## src/rtl/rtt_pkg.sv

```systemverilog
package rtt_pkg;
  localparam int unsigned BUS_W  = 32;
  localparam int unsigned ADDR_W = 4;

  typedef enum logic [1:0] {
    SEL_CTRL   = 2'd0,
    SEL_CMP    = 2'd1,
    SEL_COUNT  = 2'd2,
    SEL_STATUS = 2'd3
  } reg_sel_e;

  localparam int unsigned FLAG_ALM = 0;
  localparam int unsigned FLAG_ADV = 1;
  localparam int unsigned N_FLAGS  = 2;
endpackage

```

## src/rtl/rtt_prescaler.sv

```systemverilog
module rtt_prescaler #(
  parameter int unsigned PRE_W = 16,
  parameter logic [PRE_W-1:0] PRE_RST = 16'h8000
) (
  input  logic             clk,
  input  logic             rst_n,
  input  logic             restart,
  input  logic [PRE_W-1:0] restart_val,
  input  logic [PRE_W-1:0] reload_val,
  output logic             tick
);
  logic [PRE_W-1:0] pcnt_q, pcnt_d;
  localparam logic [PRE_W-1:0] ONE = {{(PRE_W-1){1'b0}}, 1'b1};

  // Value 0 wraps down through all ones, giving a 2**PRE_W divide.
  assign tick = (pcnt_q == ONE);

  always_comb begin
    if (restart)   pcnt_d = restart_val;
    else if (tick) pcnt_d = reload_val;
    else           pcnt_d = pcnt_q - ONE;
  end

  always_ff @(posedge clk or negedge rst_n) begin
    if (!rst_n) pcnt_q <= PRE_RST;
    else        pcnt_q <= pcnt_d;
  end
endmodule

```

## src/rtl/rtt_counter.sv

```systemverilog
module rtt_counter #(
  parameter int unsigned CNT_W = 32
) (
  input  logic             clk,
  input  logic             rst_n,
  input  logic             restart,
  input  logic             tick,
  input  logic [CNT_W-1:0] cmp_val,
  output logic [CNT_W-1:0] count,
  output logic             adv_evt,
  output logic             alm_evt
);
  logic [CNT_W-1:0] cnt_q, cnt_d, cnt_inc;
  logic             adv_en;

  assign adv_en  = tick && !restart;
  assign cnt_inc = cnt_q + {{(CNT_W-1){1'b0}}, 1'b1};
  assign adv_evt = adv_en;
  assign alm_evt = adv_en && (cnt_inc == cmp_val);
  assign count   = cnt_q;

  always_comb begin
    cnt_d = cnt_q;
    if (restart)     cnt_d = '0;
    else if (adv_en) cnt_d = cnt_inc;
  end

  always_ff @(posedge clk or negedge rst_n) begin
    if (!rst_n) cnt_q <= '0;
    else        cnt_q <= cnt_d;
  end
endmodule

```

## src/rtl/rtt_status.sv

```systemverilog
module rtt_status #(
  parameter int unsigned NF = 2
) (
  input  logic          clk,
  input  logic          rst_n,
  input  logic [NF-1:0] evt,
  input  logic [NF-1:0] en,
  input  logic          clr,
  output logic [NF-1:0] flags,
  output logic          irq
);
  logic [NF-1:0] flg_q, flg_d;

  genvar g;
  generate
    for (g = 0; g < NF; g++) begin : g_flag
      always_comb begin
        flg_d[g] = flg_q[g];
        if (clr)    flg_d[g] = 1'b0;
        if (evt[g]) flg_d[g] = 1'b1;
      end
    end
  endgenerate

  always_ff @(posedge clk or negedge rst_n) begin
    if (!rst_n) flg_q <= '0;
    else        flg_q <= flg_d;
  end

  assign flags = flg_q;
  assign irq   = |(flg_q & en);
endmodule

```

## src/rtl/rtt_regs.sv

```systemverilog
module rtt_regs
  import rtt_pkg::*;
#(
  parameter int unsigned PRE_W = 16,
  parameter int unsigned CNT_W = 32,
  parameter logic [PRE_W-1:0] PRE_RST = 16'h8000
) (
  input  logic              clk,
  input  logic              rst_n,
  input  logic              wr_en,
  input  logic              rd_en,
  input  logic [ADDR_W-1:0] addr,
  input  logic [BUS_W-1:0]  wdata,
  input  logic [CNT_W-1:0]  count,
  input  logic [N_FLAGS-1:0] flags,
  output logic [BUS_W-1:0]  rdata,
  output logic [PRE_W-1:0]  pre_val,
  output logic [PRE_W-1:0]  pre_nxt,
  output logic [N_FLAGS-1:0] irq_en,
  output logic [CNT_W-1:0]  cmp_val,
  output logic              restart,
  output logic              st_clr
);
  localparam int unsigned EN_LO  = PRE_W;
  localparam int unsigned RST_B  = PRE_W + N_FLAGS;
  localparam int unsigned CTRL_W = PRE_W + N_FLAGS;

  logic              aligned;
  reg_sel_e          sel;
  logic              wr_ctrl, wr_cmp;
  logic [CTRL_W-1:0] ctrl_q, ctrl_d;
  logic [CNT_W-1:0]  cmp_q, cmp_d;
  logic              unused_wbits;

  assign aligned = (addr[1:0] == 2'b00);
  assign sel     = reg_sel_e'(addr[3:2]);
  assign wr_ctrl = wr_en && aligned && (sel == SEL_CTRL);
  assign wr_cmp  = wr_en && aligned && (sel == SEL_CMP);

  assign ctrl_d  = wr_ctrl ? wdata[CTRL_W-1:0] : ctrl_q;
  assign cmp_d   = wr_cmp  ? wdata[CNT_W-1:0]  : cmp_q;
  assign restart = wr_ctrl && wdata[RST_B];
  assign st_clr  = rd_en && aligned && (sel == SEL_STATUS);
  assign unused_wbits = ^wdata[BUS_W-1:RST_B+1];

  always_ff @(posedge clk or negedge rst_n) begin
    if (!rst_n) begin
      ctrl_q <= {{N_FLAGS{1'b0}}, PRE_RST};
      cmp_q  <= '1;
    end else begin
      ctrl_q <= ctrl_d;
      cmp_q  <= cmp_d;
    end
  end

  assign pre_val = ctrl_q[PRE_W-1:0];
  assign pre_nxt = ctrl_d[PRE_W-1:0];
  assign irq_en  = ctrl_q[EN_LO +: N_FLAGS];
  assign cmp_val = cmp_q;

  always_comb begin
    rdata = '0;
    if (rd_en && aligned) begin
      unique case (sel)
        SEL_CTRL:   rdata[CTRL_W-1:0]  = ctrl_q;
        SEL_CMP:    rdata[CNT_W-1:0]   = cmp_q;
        SEL_COUNT:  rdata[CNT_W-1:0]   = count;
        SEL_STATUS: rdata[N_FLAGS-1:0] = flags;
        default:    rdata = '0;
      endcase
    end
  end
endmodule

```

## src/rtl/rtt_timer.sv

```systemverilog
module rtt_timer
  import rtt_pkg::*;
#(
  parameter int unsigned PRE_W = 16,
  parameter int unsigned CNT_W = 32,
  parameter logic [PRE_W-1:0] PRE_RST = 16'h8000
) (
  input  logic              clk,
  input  logic              rst_n,
  input  logic              wr_en,
  input  logic              rd_en,
  input  logic [ADDR_W-1:0] addr,
  input  logic [BUS_W-1:0]  wdata,
  output logic [BUS_W-1:0]  rdata,
  output logic              irq
);
  logic rst_meta, rst_q;

  always_ff @(posedge clk or negedge rst_n) begin
    if (!rst_n) begin
      rst_meta <= 1'b0;
      rst_q    <= 1'b0;
    end else begin
      rst_meta <= 1'b1;
      rst_q    <= rst_meta;
    end
  end

  logic [PRE_W-1:0]   pre_val, pre_nxt;
  logic [N_FLAGS-1:0] irq_en, flags, evt;
  logic [CNT_W-1:0]   cmp_val, count;
  logic               restart, st_clr, tick, adv_evt, alm_evt;

  rtt_regs #(.PRE_W(PRE_W), .CNT_W(CNT_W), .PRE_RST(PRE_RST)) regs_i (
    .clk(clk), .rst_n(rst_q), .wr_en(wr_en), .rd_en(rd_en), .addr(addr),
    .wdata(wdata), .count(count), .flags(flags), .rdata(rdata),
    .pre_val(pre_val), .pre_nxt(pre_nxt), .irq_en(irq_en),
    .cmp_val(cmp_val), .restart(restart), .st_clr(st_clr)
  );

  rtt_prescaler #(.PRE_W(PRE_W), .PRE_RST(PRE_RST)) pre_i (
    .clk(clk), .rst_n(rst_q), .restart(restart), .restart_val(pre_nxt),
    .reload_val(pre_val), .tick(tick)
  );

  rtt_counter #(.CNT_W(CNT_W)) cnt_i (
    .clk(clk), .rst_n(rst_q), .restart(restart), .tick(tick),
    .cmp_val(cmp_val), .count(count), .adv_evt(adv_evt), .alm_evt(alm_evt)
  );

  always_comb begin
    evt           = '0;
    evt[FLAG_ALM] = alm_evt;
    evt[FLAG_ADV] = adv_evt;
  end

  rtt_status #(.NF(N_FLAGS)) st_i (
    .clk(clk), .rst_n(rst_q), .evt(evt), .en(irq_en), .clr(st_clr),
    .flags(flags), .irq(irq)
  );
endmodule

```

## config.mk

```make
export PLATFORM = sky130hd
export DESIGN_NAME = rtt_timer
export DESIGN_NICKNAME = d
export VERILOG_FILES = /design/src/rtl/rtt_pkg.sv /design/src/rtl/rtt_prescaler.sv /design/src/rtl/rtt_counter.sv /design/src/rtl/rtt_status.sv /design/src/rtl/rtt_regs.sv /design/src/rtl/rtt_timer.sv
export SDC_FILE = /design/constraint.sdc
export NUM_CORES = 1
export LEC_CHECK = 0
export CAP_MARGIN = 20
export CORE_ASPECT_RATIO = 2
export CORE_MARGIN = 5
export CORE_UTILIZATION = 43
export CTS_BUF_LIST = sky130_fd_sc_hd__clkbuf_16
export CTS_CLUSTER_SIZE = 12
export DETAILED_ROUTE_END_ITERATION = 12
export GPL_ROUTABILITY_DRIVEN = 0
export PLACE_DENSITY = 0.66
export SLEW_MARGIN = 20
export SYNTH_ARGS = -nofsm -noshare
export SYNTH_HDL_FRONTEND = slang
export SYNTH_SLANG_ARGS = --single-unit
```

## constraint.sdc

```tcl
create_clock -name clk -period 2.9 [get_ports clk]
set_clock_uncertainty 0.1 [all_clocks]
set_input_delay 0.58 -clock clk [delete_from_list [all_inputs] [get_ports clk]]
set_output_delay 0.58 -clock clk [all_outputs]
set_load 0.01 [all_outputs]
```

# Yosys cells after proc, flatten, opt, wreduce, memory -nomap -nowiden
# Index checks and enable logic that the tools add are counted.
# classes
n_addsub	2
n_eq_ne	5
muxes	12
bitwise_logic	1
reduce_logical	15
# ops
cell	n
two-way mux 32 bit	3
two-way mux 16 bit	3
one-hot mux 16 bit (3 select lines)	1
adder 32 x 1 -> 32 bit (second input constant)	1
== test 32 bit	1
one-hot mux 14 bit (2 select lines)	1
== test 16 x 1 -> 1 bit (second input constant)	1
subtractor 16 x 1 -> 16 bit (second input constant)	1
logical AND 1 bit	8
one-hot mux 2 bit (4 select lines)	1
nonzero test 2 bit	3
== test 2 bit (second input constant)	2
zero test 2 bit	2
two-way mux 1 bit	3
AND 2 bit	1
== test 2 x 1 -> 1 bit (second input constant)	1
OR reduction 2 bit	1
zero test 1 bit	1
# totals
ff_bits	102
input_bits	40
output_inout_bits	33
word_cells	44

# Depth between registers and ports, before layout
# logic_depth
depth_word	8
mapped_depth	10
ltp_nobuf	9

# Hierarchy
# From an unflattened synthesis, not the netlist that was laid out.
# hier_totals
hier_cells	642
area_unflattened_um2	6412.4
# by_module_without_submodules
module	n_inst	cells_each	area_per_inst_um2	seq_area_each_um2
rtt_counter	1	309	2618.8	800.8
rtt_regs	1	202	2596.2	1292.5
rtt_prescaler	1	122	1064.8	401.6
rtt_status	1	6	78.8	50.0
rtt_timer	1	3	53.8	50.0

# Worst setup path after synthesis
# OpenSTA, ideal clock, no wires.
# synth_path
path_kind	register to register
startpoint	reg cnt_i.cnt_q[0], in the netlist cnt_i.count[0]
endpoint	reg st_i.flg_q[0], in the netlist st_i.flags[0]
arrival_time_ns	2.864
required_ns	2.734
path_slack_ns	-0.130
path_stages_with_launch	9
path_buffers	0
path_cell_list	dfrtp_1 > ha_1 > nand3_1 > nor4_1 > nand3_1 > xnor2_1 > or4b_1 > nor4_1 > a31o_1
# synth_between
elab_chain_len	4
# synth_lines
item	line	text
from (decl)	rtt_counter.sv:13	logic [CNT_W-1:0] cnt_q, cnt_d, cnt_inc;
from (signal assigned)	rtt_counter.sv:30	else cnt_q <= cnt_d;
adder 32 x 1 -> 32 bit (*)	rtt_counter.sv:17	assign cnt_inc = cnt_q + {{(CNT_W-1){1'b0}}, 1'b1};
== test 32 bit (*)	rtt_counter.sv:19	assign alm_evt = adv_en && (cnt_inc == cmp_val);
logical AND 1 bit (*)	rtt_counter.sv:19	
two-way mux 1 bit or nonzero test 2 bit (tied branches)	--	
to (signal assigned)	rtt_status.sv:27	else flg_q <= flg_d;
to (decl)	rtt_status.sv:12	logic [NF-1:0] flg_q, flg_d;
# Mark *: on every way between the ends. The rest lies on a longest branch, timed or not.
# A chain may end at the register's enable or synchronous reset.

# Worst setup path in the final report
# layout_path
startpoint	reg cnt_i.cnt_q[1], in the netlist cnt_i.count[1]
endpoint	reg st_i.flg_q[0], in the netlist st_i.flags[0]
# The elaborated chain is that of the path after synthesis.

==> impl_metrics.json <==
{
  "p_switching_mw": 1.83,
  "syn_to_final_growth_pct": 25.9,
  "p_int_mw": 3.31,
  "start_kind": "flip-flop",
  "syn_area_per_cell_um2": 9.19,
  "drt-wirelength-per-cell_um": 18.4,
  "cp_common_cell": "buf_4",
  "endpoint_kind": "flip-flop",
  "powerDensity_nw_per_um2": 642,
  "syn-num-nets": 741,
  "clkTransAtPathRegs_ps": 70,
  "finish.utilization_pct": 54.6,
  "drive_gt1_share_pct": 25.5,
  "route.met3.wl_um": 812,
  "cp.required_ps": 3080,
  "synth_commonest_cells": "nor2_1, nand2_1, dfrtp_1, xnor2_1, mux2_2",
  "place_area_um2": 7680,
  "maxCapViolCount": 0,
  "antenna-diode-count": 0,
  "post-synth-top-count-cell": "nor2_1",
  "leakage_nw": 3.14,
  "die_w_um": 96.0,
  "cts_max_path_buffers": 2,
  "htree_levels": 3,
  "ys_seq_area_share_pct": 40.8,
  "peakVddDrop_mv": 0.311,
  "clock_latency_ps": 350,
  "worstMarginPinSlew_ps": 611,
  "gr-total-overflow": 0,
  "yosys_warnings": 0,
  "grt_use_total_pct": 21.7,
  "dpl.hpwl_mm": 13.7,
  "ys_types": 57,
  "min_period_over_period_pct": 96.5,
  "multi_input_area_um2": 3570,
  "fillers": 1385,
  "setup_viol": 0,
  "numCtsBuffers": 9,
  "syn_area_um2": 6360,
  "die_height_um": 182,
  "status": "finished clean",
  "synth_cells": 692,
  "rows": 63,
  "cts_hold_buffers": 0,
  "final_net_count": 841,
  "grt_pass1_wl_mm": 29.7,
  "wl_mm": 18.3,
  "postSynth.asyncResetShare_pct": 100,
  "highest_layer": "met4",
  "yosys.area.top_type_share_pct": 26.8,
  "final_cell_area_um2": 8010,
  "critPathMaxStageDelay_ps": 610,
  "antenna_left": 0,
  "slew_violations": 0,
  "start_util_pct": 43.4,
  "period_needed_ps": 2800,
  "viasPerCell": 5.66,
  "drt_iter0_drc": 398,
  "grt_max_degree": 59,
  "fmax_mhz": 357,
  "pre_cts_slack_ps": -348,
  "drt-met1-wl_mm": 7.70,
  "die-area_um2": 17500,
  "wl_met2_mm": 9.26,
  "hold_class": "reg -> async",
  "grt_pass1_vias": 5708,
  "firstDrtPassIters": 6,
  "root_buffer": "clkbuf_16",
  "critical-path-top-delay-family": "simple AND/OR/NAND/NOR gates",
  "fin_ws_ps": 101,
  "crit_slowest_cell": "or4_4",
  "ios": 73,
  "seq_area_um2": 2600,
  "worstSetupPathType": "reg -> reg",
  "hold_viol_final": 0,
  "path_max_fanout": 4,
  "clockPowerShare_pct": 23.0,
  "vias": 5612,
  "cts_tree": "built",
  "clock_sinks": 102,
  "arrival_ps": 2980,
  "swShare_pct": 35.6,
  "synth-edff-count": 0,
  "core_area_um2": 14700,
  "max_slew_margin_pct": 58.9,
  "crit_chain": "ha_4 -> nand3_1 -> or4_4 -> nor3_2 -> buf_4 -> mux2i_1 -> a22oi_1 -> a311oi_1 -> buf_4 -> a31o_1",
  "ys.flop_type": "dfrtp_1",
  "seqPwrFrac_pct": 44.7,
  "yosys.area.top_type": "dfrtp_1",
  "p_comb_share_pct": 32.3,
  "antenna_found_initial": 0,
  "path_buf_inv": 2,
  "synthTopCellsByArea": "dfrtp_1, dfstp_2, mux2_2, xnor2_1, nor2_1",
  "ys_seq_elements": 102,
  "drc": 0,
  "port_buffers": 72
}
==> kinds of logic (layout without fill, tap and decap cells) <==
logic type	after synthesis	count (layout)	share of synthesized area, %
simple gates	270	270	21.0
mux	51	51	8.97
xor+xnor	77	77	10.6
flops	102	102	40.8
buf+inv	64	169	4.31
fa+ha+maj	9	9	1.77
other cells	1	1	0.0590
compound gates	118	118	12.4
==> final cells by class <==
| type | instances | area share (%) |
|---|---|---|
| Clock buffer | 9 | 2.81 |
| Clock inverter | 7 | 0.719 |
| Inverter | 10 | 0.469 |
| Multi-Input combinational cell | 526 | 44.6 |
| Sequential cell | 102 | 32.5 |
| Tap cell | 195 | 3.05 |
| Timing Repair Buffer | 143 | 15.9 |
==> power groups by stage <==
stage               Sequential [mW]  Clock [mW]  Combinational (mW)
floorplan                      2.14           0                1.20
global placement               2.31           0                1.58
detailed placement             2.32           0                1.61
CTS                            2.29        1.20                1.63
global route                   2.35        1.25                1.84
finish                         2.30        1.18                1.66
==> placed cells by master, fill, tap and decap left out, types with 4 or more instances in the layout <==
master,instances
a21oi_1,18
a222oi_1,18
a22oi_1,15
and3_1,4
and4_1,8
buf_12,6
buf_4,63
clkbuf_16,9
clkbuf_2,7
clkdlybuf4s50_1,38
dfrtp_1,67
dfstp_2,34
dlygate4sd2_1,22
ha_1,4
inv_1,9
mux2_2,48
nand2_1,71
nand3_1,21
nand4_1,11
nor2_1,91
nor3_1,14
nor3_2,5
nor4_1,4
o21ai_0,44
or3_1,10
or4_1,4
xnor2_1,50
xor2_1,27
==> timing repair <==
item,4_1_cts,5_1_grt
pin swaps,14,10
buffers inserted,0,3
gates resized for setup,51,22
endpoints found under the setup margin,35,33
==> per-layer routing <==
metal | up-vias | global-route usage, %
met5 | - | 0
met4 | 0 | 7.53
met3 | 36 | 3.73
met2 | 196 | 36.2
met1 | 2737 | 27.9
li1 | 2643 | -
==> per-stage QoR <==
step / std cells / total power, mW / hold slack [ps] / TNS (ps)
after floorplan: 692 / 3.34 / 184 / 0
after global placement: 973 / 3.89 / 115 / -7380
after detailed placement: 973 / 3.93 / 110 / -9160
after CTS: 989 / 5.13 / 120 / -92.5
after global routing: 992 / 5.45 / 135 / -7.06
final: 992 / 5.14 / 115 / 0
==> worst register-to-register path, stage by stage, from the launching register on <==
cell	delay, ps
dfrtp_1	440
ha_4	180
nand3_1	140
or4_4	610
nor3_2	220
buf_4	170
mux2i_1	180
a22oi_1	110
a311oi_1	260
buf_4	170
a31o_1	160
==> flip-flops by register name, indices dropped and copies added, names as in the netlist <==
signal	flops
st_i.flags	2
pre_i.pcnt_q	16
rst_q	1
cnt_i.count	32
regs_i.ctrl_q	18
regs_i.cmp_val	32
rst_meta	1
==> path summary, 6_finish.rpt <==
kind	startpoint	slack [ps]	to	cells after the start
hold reg to reg	rst_q	110	cnt_i.count[31]	0
max in group asynchronous	rst_q	1920	regs_i.cmp_val[12]	1
min in group clk	rst_meta	260	rst_q	0
hold / removal	rst_q	110	cnt_i.count[31]	0
setup / recovery	cnt_i.count[1]	100	st_i.flags[0]	10
setup reg to reg	cnt_i.count[1]	100	st_i.flags[0]	10
No activity file was read; power rests on OpenSTA's default activity.
